[config.mk]
export PLATFORM = sky130hd
export DESIGN_NAME = txalign_seq
export DESIGN_NICKNAME = d
export VERILOG_FILES = /design/src/rtl/txalign_pkg.sv /design/src/rtl/txalign_sync.sv /design/src/rtl/txalign_lane.sv /design/src/rtl/txalign_ctrl.sv /design/src/rtl/txalign_seq.sv
export SDC_FILE = /design/constraint.sdc
export NUM_CORES = 1
export LEC_CHECK = 0
export BUFFER_PORTS_ARGS = -buffer_cell sky130_fd_sc_hd__buf_2
export CELL_PAD_IN_SITES_DETAIL_PLACEMENT = 0
export CELL_PAD_IN_SITES_GLOBAL_PLACEMENT = 1
export CORE_ASPECT_RATIO = 1.5
export CORE_MARGIN = 2
export CORE_UTILIZATION = 43
export CTS_CLUSTER_SIZE = 24
export DETAILED_ROUTE_END_ITERATION = 12
export HOLD_SLACK_MARGIN = 0.05
export PLACE_DENSITY = 0.8
export SLEW_MARGIN = 15
export SYNTH_ARGS = -nofsm -noshare
export SYNTH_HDL_FRONTEND = slang
export SYNTH_SLANG_ARGS = --single-unit
[constraint.sdc]
create_clock -name clk -period 2.11 [get_ports clk]
set_input_delay 0.211 -clock clk [delete_from_list [all_inputs] [get_ports clk]]
set_output_delay 0.211 -clock clk [all_outputs]
set_load 0.01 [all_outputs]
[src/rtl/txalign_pkg.sv]
package txalign_pkg;

    localparam int LANES = 4;

    typedef enum logic [2:0] {
        ST_IDLE   = 3'd0,
        ST_DLYRST = 3'd1,
        ST_PHINIT = 3'd2,
        ST_ALIGN  = 3'd3,
        ST_DLYEN  = 3'd4,
        ST_DONE   = 3'd5
    } step_e;

    // Raw and synchronized view of every asynchronous status input.
    typedef struct packed {
        logic             start;
        logic [LANES-1:0] rst_done;
        logic [LANES-1:0] init_done;
        logic [LANES-1:0] align_done;
    } stat_t;

    function automatic logic is_wait(step_e s);
        return (s == ST_DLYRST) || (s == ST_PHINIT) ||
               (s == ST_ALIGN)  || (s == ST_DLYEN);
    endfunction

    function automatic step_e step_after(step_e s);
        case (s)
            ST_DLYRST: return ST_PHINIT;
            ST_PHINIT: return ST_ALIGN;
            ST_ALIGN:  return ST_DLYEN;
            ST_DLYEN:  return ST_DONE;
            default:   return s;
        endcase
    endfunction

endpackage

[src/rtl/txalign_sync.sv]
module txalign_sync #(
    parameter int WIDTH  = 1,
    parameter int STAGES = 2
) (
    input  logic             clk,
    input  logic             rst,
    input  logic [WIDTH-1:0] d,
    output logic [WIDTH-1:0] q
);
    logic [WIDTH-1:0] pipe [STAGES];

    always_ff @(posedge clk) begin
        if (rst) begin
            for (int i = 0; i < STAGES; i++) pipe[i] <= '0;
        end else begin
            pipe[0] <= d;
            for (int i = 1; i < STAGES; i++) pipe[i] <= pipe[i-1];
        end
    end

    assign q = pipe[STAGES-1];
endmodule

[src/rtl/txalign_lane.sv]
module txalign_lane
    import txalign_pkg::*;
(
    input  logic  clk,
    input  logic  rst,
    input  step_e step,
    input  logic  step_clr,
    input  logic  rst_done_s,
    input  logic  init_done_s,
    input  logic  align_done_s,
    output logic  dlyrst_o,
    output logic  phinit_o,
    output logic  phalign_o,
    output logic  dlyen_o,
    output logic  lane_ok
);
    logic       ack;
    logic       align_prev;
    logic       align_rise;
    logic [1:0] edges;

    assign align_rise = align_done_s & ~align_prev;

    always_ff @(posedge clk) begin
        if (rst) begin
            ack        <= 1'b0;
            align_prev <= 1'b0;
            edges      <= 2'd0;
        end else begin
            align_prev <= align_done_s;
            if (step_clr)
                ack <= 1'b0;
            else if ((step == ST_DLYRST && rst_done_s) ||
                     (step == ST_PHINIT && init_done_s))
                ack <= 1'b1;
            if (step == ST_IDLE || step == ST_DLYRST)
                edges <= 2'd0;
            else if (align_rise && edges != 2'd2)
                edges <= edges + 2'd1;
        end
    end

    assign dlyrst_o  = (step == ST_DLYRST) && !ack;
    assign phinit_o  = (step == ST_PHINIT) && !ack;
    assign phalign_o = (step == ST_ALIGN)  && (edges == 2'd0);
    assign dlyen_o   = (step == ST_DLYEN)  && (edges != 2'd2);

    always_comb begin
        case (step)
            ST_DLYRST, ST_PHINIT: lane_ok = ack;
            ST_ALIGN:             lane_ok = (edges != 2'd0);
            ST_DLYEN:             lane_ok = (edges == 2'd2);
            default:              lane_ok = 1'b0;
        endcase
    end

    // a seen soft-reset done drops this lane's strobe on the next edge
    p_dlyrst_drop_r3: assert property (@(posedge clk) disable iff (rst)
        (step == ST_DLYRST && rst_done_s && !step_clr) |=> !dlyrst_o);

    // first counted align edge ends the phase-align strobe
    p_phalign_drop_r5: assert property (@(posedge clk) disable iff (rst)
        (step == ST_ALIGN && align_rise && !step_clr) |=> !phalign_o);
endmodule

[src/rtl/txalign_ctrl.sv]
module txalign_ctrl
    import txalign_pkg::*;
#(
    parameter int WAIT_LIMIT = 4096
) (
    input  logic             clk,
    input  logic             rst,
    input  logic             start_s,
    input  logic [LANES-1:0] lane_ok,
    output step_e            step,
    output logic             step_clr
);
    localparam int TW = $clog2(WAIT_LIMIT + 1);

    logic          start_prev;
    logic          start_rise;
    logic          all_ok;
    logic          waiting;
    logic          expired;
    logic          restart;
    logic [TW-1:0] tmr;
    step_e         nxt;

    assign start_rise = start_s & ~start_prev;
    assign all_ok     = &lane_ok;
    assign waiting    = is_wait(step);
    assign expired    = waiting && (tmr == TW'(WAIT_LIMIT - 1)) && !all_ok;

    always_comb begin
        nxt     = step;
        restart = 1'b0;
        if (start_rise || expired) begin
            nxt     = ST_DLYRST;
            restart = 1'b1;
        end else if (waiting && all_ok) begin
            nxt = step_after(step);
        end
    end

    assign step_clr = restart || (nxt != step);

    always_ff @(posedge clk) begin
        if (rst) begin
            step       <= ST_IDLE;
            start_prev <= 1'b0;
            tmr        <= '0;
        end else begin
            step       <= nxt;
            start_prev <= start_s;
            if (step_clr || !waiting)
                tmr <= '0;
            else
                tmr <= tmr + TW'(1);
        end
    end

    // a new request always lands in the soft-reset step
    p_restart_r7: assert property (@(posedge clk) disable iff (rst)
        start_rise |=> (step == ST_DLYRST));

    // an incomplete, unexpired step is held
    p_hold_r4: assert property (@(posedge clk) disable iff (rst)
        (waiting && !all_ok && !start_rise && !expired) |=> (step == $past(step)));
endmodule

[src/rtl/txalign_seq.sv]
module txalign_seq
    import txalign_pkg::*;
#(
    parameter int WAIT_LIMIT  = 4096,
    parameter int SYNC_STAGES = 2
) (
    input  logic             clk,
    input  logic             rst,
    input  logic             start_req,
    input  logic [LANES-1:0] dlyrst_done_i,
    input  logic [LANES-1:0] phinit_done_i,
    input  logic [LANES-1:0] phalign_done_i,
    output logic [LANES-1:0] dlyrst_o,
    output logic [LANES-1:0] phinit_o,
    output logic [LANES-1:0] phalign_o,
    output logic [LANES-1:0] dlyen_o,
    output logic             aligned_o
);
    stat_t            raw;
    stat_t            syn;
    step_e            step;
    logic             step_clr;
    logic [LANES-1:0] lane_ok;

    assign raw.start      = start_req;
    assign raw.rst_done   = dlyrst_done_i;
    assign raw.init_done  = phinit_done_i;
    assign raw.align_done = phalign_done_i;

    txalign_sync #(.WIDTH($bits(stat_t)), .STAGES(SYNC_STAGES)) u_sync (
        .clk (clk),
        .rst (rst),
        .d   (raw),
        .q   (syn)
    );

    txalign_ctrl #(.WAIT_LIMIT(WAIT_LIMIT)) u_ctrl (
        .clk      (clk),
        .rst      (rst),
        .start_s  (syn.start),
        .lane_ok  (lane_ok),
        .step     (step),
        .step_clr (step_clr)
    );

    for (genvar g = 0; g < LANES; g++) begin : g_lane
        txalign_lane u_lane (
            .clk          (clk),
            .rst          (rst),
            .step         (step),
            .step_clr     (step_clr),
            .rst_done_s   (syn.rst_done[g]),
            .init_done_s  (syn.init_done[g]),
            .align_done_s (syn.align_done[g]),
            .dlyrst_o     (dlyrst_o[g]),
            .phinit_o     (phinit_o[g]),
            .phalign_o    (phalign_o[g]),
            .dlyen_o      (dlyen_o[g]),
            .lane_ok      (lane_ok[g])
        );
    end

    assign aligned_o = (step == ST_DONE);

    // strobe groups never overlap
    p_one_group_r4: assert property (@(posedge clk) disable iff (rst)
        $onehot0({|dlyrst_o, |phinit_o, |phalign_o, |dlyen_o}));

    // completion is quiet
    p_done_quiet_r6: assert property (@(posedge clk) disable iff (rst)
        aligned_o |-> ((dlyrst_o | phinit_o | phalign_o | dlyen_o) == '0));

    // completion is entered only from the delay-enable step
    p_done_entry_r6: assert property (@(posedge clk) disable iff (rst)
        $rose(aligned_o) |-> ($past(step) == ST_DLYEN));
endmodule

Word level (Yosys, flattened, before mapping). Memory sizes are Yosys's and may differ from the RTL's. Index checks and enable logic that the tools add are counted.

Register bits: 33. Bits in writable memories: 26. Output and inout bits: 17. Word-level logic and storage cells: 123. Memories: 1.

Memory list: u_sync.pipe (depth 2, bits a word 13, rd ports 2, clocked after Yosys merged registers in 0, wr ports 2, line txalign_sync.sv:10) `logic [WIDTH-1:0] pipe [STAGES];`.

$add $sub $neg: 5. Equality and inequality tests: 15. Muxes and demuxes: 13. Bitwise operators: 12. Reductions and logical operators: 62.

Operators with widths (number): logical AND 1 bit (31); two-way mux 13 bit (2); adder 13 x 1 -> 13 bit (second input constant) (1); == test 13 x 12 -> 1 bit (second input constant) (1); one-hot mux 1 bit (3 select lines) (4); one-hot mux 3 bit (4 select lines) (1); logical OR 1 bit (11); adder 2 x 1 -> 2 bit (second input constant) (4); == test 2 bit (second input constant) (4); logical NOT 2 bit (4); != test 2 bit (second input constant) (4); nonzero test 2 bit (4); OR reduction 2 bit (4); == test 3 x 2 -> 1 bit (second input constant) (2); == test 3 bit (second input constant) (2); logical NOT 1 bit (6); two-way mux 3 bit (2); bitwise AND 1 bit (5); inverter 1 bit (5); two-way mux 1 bit (4); AND reduction 4 bit (1); == test 3 x 1 -> 1 bit (second input constant) (1); logical NOT 3 bit (1); != test 3 bit (1); OR 1 bit (2).

Depth between registers and ports, before layout. Gate-level depths: netlist (run 1).

Depth after elaboration: 12. Depth in mapped cells: 8. Mapped depth without buffers: 7.

Cells and area by module. A second synthesis (run 1) with hierarchy kept.

Cell total of the unflattened synthesis: 285. Area, all modules: 2904.0 sq um.

By module, submodules not included: txalign_lane (instances 4, cells an instance 32, area an instance 312.8 sq um, sequential area each 80.1 sq um); txalign_ctrl (instances 1, cells an instance 89, area an instance 845.8 sq um, sequential area each 340.3 sq um); txalign_sync (instances 1, cells an instance 67, area an instance 798.3 sq um, sequential area each 520.5 sq um); txalign_seq (instances 1, cells an instance 1, area an instance 8.8 sq um, sequential area each 0.0 sq um).

Worst setup path before layout (run 1). Ideal clock, no wire load.

Path type: register -> register. Start: reg u_ctrl.tmr[0]. End: reg u_ctrl.tmr[11]. Setup time: 0.115 ns. Arrival: 1.634 ns. Slack: 0.362 ns. Stages on the path, launching flop included: 8. Period minus slack after synthesis: 1.748 ns. Cell sequence: dfxtp_1 > ha_1 > nand4_1 > nor4_2 > nand3_1 > nand4_2 > buf_4 > nor2_1.

Cells in the longest elaborated chain, start to end: 9.

RTL lines: start, declared (line txalign_ctrl.sv:21) `logic [TW-1:0] tmr;`; start signal, assigned (line txalign_ctrl.sv:53) `tmr <= tmr + TW'(1);`; == test 13 x 12 -> 1 bit (line txalign_ctrl.sv:27) `assign expired = waiting && (tmr == TW'(WAIT_LIMIT - 1)) && !all_ok;`; logical AND 1 bit (2 in series) (line txalign_ctrl.sv:27); logical OR 1 bit (line txalign_ctrl.sv:32) `if (start_rise || expired) begin`; two-way mux 3 bit (line txalign_ctrl.sv:32); != test 3 bit (line txalign_ctrl.sv:40) `assign step_clr = restart || (nxt != step);`; logical OR 1 bit (line txalign_ctrl.sv:40); logical OR 1 bit (line txalign_ctrl.sv:50) `if (step_clr || !waiting)`; OR reduction 2 bit (no line).

Several ways; a longest one is shown, not always the timed one. A chain may end at the register's enable or synchronous reset.

Worst setup path after layout (run 1).
Start: reg u_ctrl.step[1]. End: out phinit_o[3].

Cells in the longest elaborated chain, start to end: 2.

RTL lines: start, declared (line txalign_ctrl.sv:10) `output step_e step,`; start signal, assigned (line txalign_ctrl.sv:48) `step <= nxt;`; == test 3 x 2 -> 1 bit (line txalign_lane.sv:44) `assign phinit_o = (step == ST_PHINIT) && !ack;`; logical AND 1 bit (line txalign_lane.sv:44); end, declared (line txalign_seq.sv:14) `output logic [LANES-1:0] phinit_o,`.

No other way between the ends.

==> results.cfg, run 1 <==
[sta]
fmaxAchievable_mhz = 514
setup_viol = 0
rsz0062_at_grt = false
max_slew_margin = 0.593
min_period_ns = 1.95
drv_slew = 0
hold_viol_final = 0
clock_skew_ns = 0.00808
fin_crit_sh = 0.923
tightest_slew_ns = 0.607
fin_tns_setup_ns = 0

[pwr]
max-vdd-ir-drop_uv = 418
powerDensity_nw_per_um2 = 803
power_w = 0.00223
leakage_nw = 1.15

[detailed_routing]
drt_iter0_drc = 51
dr.pass1.iters = 4
vias = 1647
route.detailed.drc = 0
ant_nets = 0
avgRoutedWirePerCell_um = 11.5
wl_um = 4140
via_per_inst = 4.56

[setup_path]
crit_type = reg -> out
cpMaxStageDelayCell = dfxtp_1
crit_path_max_fanout = 7
cp_slowest_stage_delay_ns = 0.56
r2r_slack_ns = 0.23
rr_worst_depth = 6
setup.worst_path.end = phinit_o[3]
cp.arrival_ns = 1.74
endpoint_kind = output port
r2r_end = u_ctrl.tmr[9]
path_cells = inv_1 > or3_1 > nor2_1 > buf_2
r2r-start = u_ctrl.tmr[0]
critPathRequiredTime_ns = 1.90
crit_start = u_ctrl.step[1]
critPathLaunchType = register

[cts]
cts_made_buffers = 9
ctsHtreeMaxLevel = 3
clk_latency_ns = 0.34
ctsRootBufferMaster = clkbuf_8
cts.sinks = 59
hold_buffers = 0
clock_path_buffers = 2
cts.reportedPaths.clkPinSlew_ns = 0.06
cts_tree = done

[floorplanning]
die_h_um = 97.1
die_w_um = 66.1
dieArea_um2 = 6420
core.rowCount = 33
coreArea_um2 = 5530
start_util = 0.449
io_pins = 32

[final_layout]
nets = 310
drive_gt1_frac = 0.189
n_antenna_cell = 0
areaGrowthSynthToFinish_pct = 11.8

[synth]
synthesis.area_um2 = 2480
yosys.area.top_type = dfxtp_1
synthDistinctLibCells = 37
synth_warnings = 0
ys_seq_area_frac = 0.475
synth_seq_cells = 59
synth_area_leaders = dfxtp_1, nor2b_1, nor2_1
avgSynthCellArea_um2 = 9.31
synth.top_cell.area_share = 0.475
syn-instance-count = 267
synth_nets = 291

[global_routing]
grt_start_max_net_pins = 33
grt_pass1_wl_um = 7040
grt_pass1_vias = 1555
grt_overflow_total = 0
antenna_found_initial = 0
grt_usage = 0.147

[placement]
place_congestion = 0.831
dp_hpwl_um = 3030
place.port_buffers = 31

[outcome]
status = completed

[min_path]
hold_path.class = in -> reg

[flow_run]
cap_viol_max_count = 0
-- logic make-up (layout without fill, tap and decap cells) --
kind of cell             count (synthesis)  in the layout  synth area share
AO/OA/AOI/OAI                           21             21            0.0594
XOR/XNOR                                17             17            0.0629
adder cells (fa/ha/maj)                  9              9            0.0453
flip-flops                              59             59             0.475
multiplexers                             1              1           0.00403
buffers and inverters                   38             62            0.0881
AND/OR/NAND/NOR                        122            122             0.265
-- metal layers --
metal / GRT usage / wire length (um) / vias up
li1: - / - / 894
met1: 0.164 / 1840 / 710
met2: 0.236 / 2010 / 33
met3: 0.0521 / 163 / 10
met4: 0.0863 / 125 / 0
met5: 0 / 0 / -
-- flip-flops by register name (all words and copies together), names as in the netlist --
signal and flops:
g_lane.u_lane.ack 4, g_lane.u_lane.align_prev 4, g_lane.u_lane.edges 8, u_ctrl.start_prev 1, u_ctrl.step 3, u_ctrl.tmr 13, u_sync.pipe 26
-- layout make-up --
type,count,area (um2)
clock buffers,9,124
repair buffers,32,163
clock inverters,7,76.3
well taps,70,87.6
inverters,14,52.6
multi-input cells,170,1090
fillers,560,2760
flip-flops and latches,59,1180
-- worst min-delay path by stage --
stage | start | to | depth (start not counted)
floorplan | rst | u_sync.pipe[0][3] | 1
global placement | u_sync.pipe[0][0] | u_sync.pipe[0][13] | 1
detailed placement | u_sync.pipe[0][7] | u_sync.pipe[0][20] | 1
CTS | phalign_done_i[0] | u_sync.pipe[0][0] | 2
global route | dlyrst_done_i[2] | u_sync.pipe[0][10] | 2
finish | phinit_done_i[2] | u_sync.pipe[0][6] | 2
-- synthesized netlist by cell type (all sizes together) --
cell type	instances
dfxtp	59
nor2	45
nor2b	31
buf	20
inv	14
nand2	10
nand3	10
xnor2	10
ha	9
xor2	7
and2	6
a21oi	5
nand4	5
o21ai	5
a221oi	4
clkbuf	4
nor3b	4
a2bb2oi	3
and3	3
nand2b	2
nor3	2
nor4	2
or3	2
a211oi	1
a41oi	1
mux2i	1
o211ai	1
o21a	1
-- layout by cell type (no fill, tap or decap), types with 3 or more instances in the layout --
cell type and instances:
inv_1 14, nor2_1 44, nand4_1 3, a2bb2oi_1 3, and3_1 3, ha_1 9, nand3_1 10, xor2_1 6
buf_2 31, dfxtp_1 59, a21oi_1 5, nand2_1 9, nor2b_1 31, and2_1 6, xnor2_1 10, a221oi_1 4
o21ai_1 4, nor3b_1 4, clkbuf_8 9
-- power by group --
part | internal [W] | leakage, nW | switching, W | total [W]
Combinational | 0.0000383 | 0.569 | 0.0000389 | 0.0000772
Sequential | 0.00114 | 0.482 | 0.0000117 | 0.00115
Clock | 0.000549 | 0.0958 | 0.000450 | 0.00100
-- stage by stage --
| stage | instance area, um2 | utilization | cells | setup WS, ns | hold WS, ns |
|---|---|---|---|---|---|
| after floorplan | 2480 | - | 267 | 0.362 | 0.283 |
| after CTS | 2770 | 0.500 | 361 | 0.133 | 0.0687 |
| after global routing | 2780 | 0.502 | 361 | 0.00135 | 0.0704 |
| after global placement | 2570 | 0.464 | 345 | 0.246 | 0.421 |
| final | 2780 | 0.502 | 361 | 0.163 | 0.0820 |
| after detailed placement | 2570 | 0.464 | 345 | 0.166 | 0.420 |
-- critical path: cells and delay by family (launching register included) --
family                 cells  cell delay, ns
buffers and inverters      2            0.32
flip-flops                 1            0.56
AND/OR/NAND/NOR            2            0.53
-- what timing repair did --
| item | in CTS | in global routing |
|---|---|---|
| setup buffers | 0 | 0 |
| endpoints found under the setup margin | 0 | 13 |
| resized for setup | 0 | 1 |
Power figures use the tool's default switching activity.
==> run 2, diff against run 1 <==
ABC_AREA = 1   (was default)
PLACE_DENSITY = 0.81   (was 0.8)
==> results.cfg, run 2 <==
[sta]
fmaxAchievable_mhz = 513
max_slew_margin = 0.760
min_period_ns = 1.95
fin_crit_sh = 0.924
drv_slew = 0
tightest_slew_ns = 0.358
clock_skew_ns = 0.0113
hold_viol_final = 0
setup_viol = 0

[placement]
place.port_buffers = 31
dp_hpwl_um = 3590
dpl_cell_area_um2 = 2910
place_congestion = 0.851
place_inst = 432

[global_routing]
grt_pass1_vias = 1910
grt_usage = 0.146
grt_start_max_net_pins = 32
grt_pass1_wl_um = 8060
antenna_found_initial = 0
grt_overflow_total = 0

[synth]
synthesis.area_um2 = 2790
synth_warnings = 0
synth-main-ff-cell = dfxtp_1
avgSynthCellArea_um2 = 8.13
synth-edff-count = 0
synth_area_leaders = dfxtp_1, inv_1, nor2_1
synth_common_cells = inv_1, nor2_1, dfxtp_1
yosysMostFrequentCell = inv_1
muxShareOfSynthArea = 0
synth_nets = 367
yosys.area_share.xor_xnor = 0.0314
synthAdderAreaFrac = 0.0404
yosys.area.top_type = dfxtp_1
synth-compound-area-share = 0.0467
synthDistinctLibCells = 29
synthSimpleGateAreaFrac = 0.291
async_flop_share = 0
synth_seq_cells = 59
syn-instance-count = 343
synth.top_cell.area_share = 0.424
synth_top_family_by_area = simple AND/OR/NAND/NOR gates
ys_seq_area_frac = 0.424

[detailed_routing]
drt_iter0_drc = 55
avgRoutedWirePerCell_um = 10.5
ant_nets = 0
wl_um = 4750
route.detailed.drc = 0
vias = 2020
via_per_inst = 4.48
dr.pass1.iters = 4

[final_layout]
drive_gt1_frac = 0.268
reg_top3 = u_sync.pipe: 26 flops, u_ctrl.tmr: 13 flops, g_lane.u_lane.edges: 8 flops
fillerInstances = 627
seq_area_um2 = 1180
stdcell_area_um2 = 3150
nets = 396
final_cells = 451
multi_input_comb_area_um2 = 1150
n_antenna_cell = 0
largest_register_ffs = 26
regMostFlops = u_sync.pipe
layout_commonest_cell = inv_1
utilization = 0.506
areaGrowthSynthToFinish_pct = 12.9
most-common-layout-cells = inv_1, nor2_1, dfxtp_1, buf_2, nand2_1

[floorplanning]
die_h_um = 103
dieArea_um2 = 7160
die_w_um = 69.7
core.rowCount = 35
start_util = 0.448
io_pins = 32
coreArea_um2 = 6220

[setup_path]
critPathRequiredTime_ns = 2.33
critPathLaunchType = register
r2r-start = u_ctrl.tmr[0]
crit_start = u_ctrl.tmr[0]
crit_type = reg -> reg
cp.arrival_ns = 2.17
crit_path_max_fanout = 7
endpoint_kind = register

[cts]
clock_path_buffers = 2
ctsRootBufferMaster = clkbuf_8
cts.reportedPaths.clkPinSlew_ns = 0.08
cts.sinks = 59
hold_buffers = 0
cts_made_buffers = 9
cts_tree = done
ctsHtreeMaxLevel = 3
clk_latency_ns = 0.33

[pwr]
leakage_nw = 1.48
powerDensity_nw_per_um2 = 692
power_w = 0.00218
max-vdd-ir-drop_uv = 412

[min_path]
min-delay-start = phalign_done_i[2]
hold_path.class = in -> reg

[outcome]
status = completed

[flow_run]
cap_viol_max_count = 0
-- run 2: changes by cell type after synthesis, sizes merged, moves of 3 or more --
cell     change
a21oi        +4
a221oi       -4
a2bb2oi      -3
a311oi       +4
and2         -6
and3         -3
inv         +59
nand2       +30
nand3b       +4
nor2        +37
nor2b       -31
nor3         +3
nor3b        -4
xnor2        -7
-- run 2: report_power, final --
group | total (W) | switching, W | internal [W]
combinational | 0.000105 | 0.0000624 | 0.0000425
sequential | 0.00115 | 0.0000100 | 0.00114
clock | 0.000922 | 0.000456 | 0.000467
-- run 2: timing repair --
item | 4_1_cts | 5_1_grt
setup endpoints to repair | 3 | 13
gates resized for setup | 0 | 4
gates cloned | 0 | 0
endpoints found under the hold margin | 0 | 0
setup buffers | 2 | 1
pin swaps | 0 | 3
-- run 2: final timing paths --
kind	endpoint	slack [ns]	cells after the start
hold / removal	u_sync.pipe[0][2]	0.08	3
setup / recovery	u_ctrl.tmr[10]	0.16	13
hold reg to reg	u_sync.pipe[0][23]	0.40	2
setup reg to reg	u_ctrl.tmr[10]	0.16	13
-- run 2: final cells by class --
| class | count | share of cell area |
|---|---|---|
| clock buffers | 10 | 0.0437 |
| clock inverters | 6 | 0.0155 |
| inverters | 73 | 0.0878 |
| multi-input cells | 187 | 0.364 |
| flip-flops and latches | 59 | 0.376 |
| well taps | 74 | 0.0294 |
| repair buffers | 42 | 0.0835 |
-- run 2: metrics by stage --
stage,hold slack [ns],TNS [ns],setup slack [ns]
2_1_floorplan,0.318,0,0.244
3_3_place_gp,0.391,0,0.0267
3_5_place_dp,0.392,-0.0370,-0.0177
4_1_cts,0.0570,0,0.125
5_1_grt,0.0728,-0.0437,-0.0112
6_report,0.0780,0,0.159
-- run 2: per-layer routing --
metal	global-route usage	up-vias	wire (um)
li1	-	1068	-
met1	0.148	899	1920
met2	0.271	38	2510
met3	0.0371	15	185
met4	0.0828	0	130
met5	0	-	0
-- run 2: cell families (layout without fill, tap and decap cells) --
logic type | count (synthesis) | count (layout)
flip-flops | 59 | 59
XOR/XNOR | 10 | 10
AND/OR/NAND/NOR | 146 | 146
AO/OA/AOI/OAI | 22 | 22
buffers and inverters | 97 | 131
adder cells (fa/ha/maj) | 9 | 9
-- run 2: worst max-delay path: stages (launching register included) --
cell	delay [ns]
dfxtp_1	0.34
ha_1	0.19
nand3_1	0.13
nor2_2	0.12
nand3b_1	0.17
nor2_2	0.14
nand3_1	0.12
nor2_2	0.14
nor2_2	0.05
nand2_1	0.07
nand2_2	0.07
nand3_4	0.11
buf_12	0.16
nor2_4	0.03
==> run 3, diff against run 2 <==
CORE_UTILIZATION = 46   (was 43)
PLACE_DENSITY = 0.85   (was 0.81)
clock period = 2.3 ns   (was 2.11 ns; I/O delays follow)
==> results.cfg, run 3 (synthesis results as in run 2) <==
[placement]
place_inst = 426
place.port_buffers = 31
dp_hpwl_um = 3540
place_congestion = 0.843

[cts]
ctsHtreeMaxLevel = 3
cts.sinks = 59
clk_latency_ns = 0.33
cts.reportedPaths.clkPinSlew_ns = 0.06
ctsRootBufferMaster = clkbuf_8
clock_path_buffers = 2
cts_tree = done
cts_made_buffers = 9

[detailed_routing]
drt_iter0_drc = 49
vias = 2009
met1_length_um = 2000
ant_nets = 0
dr.pass1.iters = 4
wl_met2_um = 2450
top_layer = met4
route.detailed.drc = 0
routed-wl-met3_um = 190
via_per_inst = 4.46
avgRoutedWirePerCell_um = 10.6
wl_um = 4780

[pwr]
leakage_nw = 1.48
power_w = 0.00199
max-vdd-ir-drop_uv = 282
powerDensity_nw_per_um2 = 637

[floorplanning]
start_util = 0.478
core.rowCount = 34
die_w_um = 67.6
dieArea_um2 = 6710
io_pins = 32
die_h_um = 99.3
coreArea_um2 = 5830

[final_layout]
largest_register_ffs = 26
regMostFlops = u_sync.pipe
nets = 397
drive_gt1_frac = 0.259
layout_commonest_cell = inv_1
areaGrowthSynthToFinish_pct = 12.3
n_antenna_cell = 0
most-common-layout-cells = inv_1, nor2_1, dfxtp_1, buf_2, nand2_1
final_cells = 450
reg_top3 = u_sync.pipe: 26 flops, u_ctrl.tmr: 13 flops, g_lane.u_lane.edges: 8 flops

[min_path]
hold_path.class = in -> reg

[sta]
setup_viol = 0
hold_ws_ns = 0.0960
tightest_slew_ns = 0.587
fmaxAchievable_mhz = 477
max_slew_margin = 0.608
clock_skew_ns = 0.00778
drv_slew = 0
fin_crit_sh = 0.912
min_period_ns = 2.10
hold_viol_final = 0

[setup_path]
cp_common_cell = nor2_2
crit_path_max_fanout = 11
critPathLaunchType = register
cp_slowest_stage_delay_ns = 0.40
cp.arrival_ns = 2.32
cpMaxStageDelayCell = dfxtp_1
cpLargestDelayFamily = simple AND/OR/NAND/NOR gates
cp.buffers_inverters = 1
endpoint_kind = register
path_cells = ha_1 > nand3_1 > nor2_1 > nand3b_1 > nor2_2 > nand3_1 > nor2_2 > nor2_2 > nand2_1 > nand2_2 > nand3_4 > buf_4 > nor2_4
critPathRequiredTime_ns = 2.52
crit_type = reg -> reg

[global_routing]
antenna_found_initial = 0
grt_usage = 0.162
grt_pass1_wl_um = 8200
grt_overflow_total = 0
grt_start_max_net_pins = 35
grt_pass1_vias = 1960

[outcome]
status = completed

[flow_run]
cap_viol_max_count = 0
[run 3: changes by cell type in the layout (fill, tap and decap cells not counted), moves of 2 or more]
| cell | previous run | this run |
|---|---|---|
| clkinv_2 | 0 | 2 |
| inv_6 | 2 | 0 |
| dfxtp_1 | 57 | 59 |
| dfxtp_2 | 2 | 0 |
| buf_4 | 9 | 11 |
[run 3: routing by layer]
layer | up-vias | track usage
met2 | 43 | 0.285
met3 | 13 | 0.0419
met5 | - | 0
met4 | 0 | 0.0911
li1 | 1070 | -
met1 | 883 | 0.169
[run 3: final timing paths]
path	endpoint	cells after the start	slack, ns	start
setup / recovery	u_ctrl.tmr[5]	13	0.20	u_ctrl.tmr[0]
hold / removal	u_sync.pipe[0][6]	3	0.1	phinit_done_i[2]
hold reg to reg	u_sync.pipe[0][16]	2	0.40	u_sync.pipe[0][3]
setup reg to reg	u_ctrl.tmr[5]	13	0.20	u_ctrl.tmr[0]
[run 3: per-stage QoR]
stage                     worst slack, ns  instance area [um2]  setup TNS (ns)  utilization
after floorplan                     0.434                 2790               0            -
after global placement              0.167                 2870               0        0.493
after detailed placement            0.126                 2870               0        0.493
after CTS                           0.113                 3050               0        0.524
after global routing              -0.0124                 3130         -0.0390        0.537
final                               0.202                 3130               0        0.537
[run 3: final cells by class]
class / instances / area, um2
timing repair buffer: 43 / 258
fill: 571 / 2700
clock inverter: 4 / 25.0
inverter: 73 / 277
sequential: 59 / 1180
tap: 72 / 90.1
multi-input combinational: 187 / 1140
clock buffer: 12 / 155
[run 3: worst reg2reg max path, delay by kind of cell (launching register included)]
family / cells / cell delay [ns]
simple gates: 11 / 1.22
flops: 1 / 0.40
buf+inv: 1 / 0.15
fa+ha+maj: 1 / 0.21
[run 3: power breakdown]
group	total, W	switching (W)	internal (W)
combinational	0.0000984	0.0000578	0.0000406
clock	0.000838	0.000392	0.000446
sequential	0.00106	0.00000882	0.00105
[run 3: repair_timing]
action                                  in CTS  in global routing
hold buffers                                 0                  0
endpoints found under the setup margin       0                 13
gates resized for setup                      0                  1
buffers inserted                             0                  8
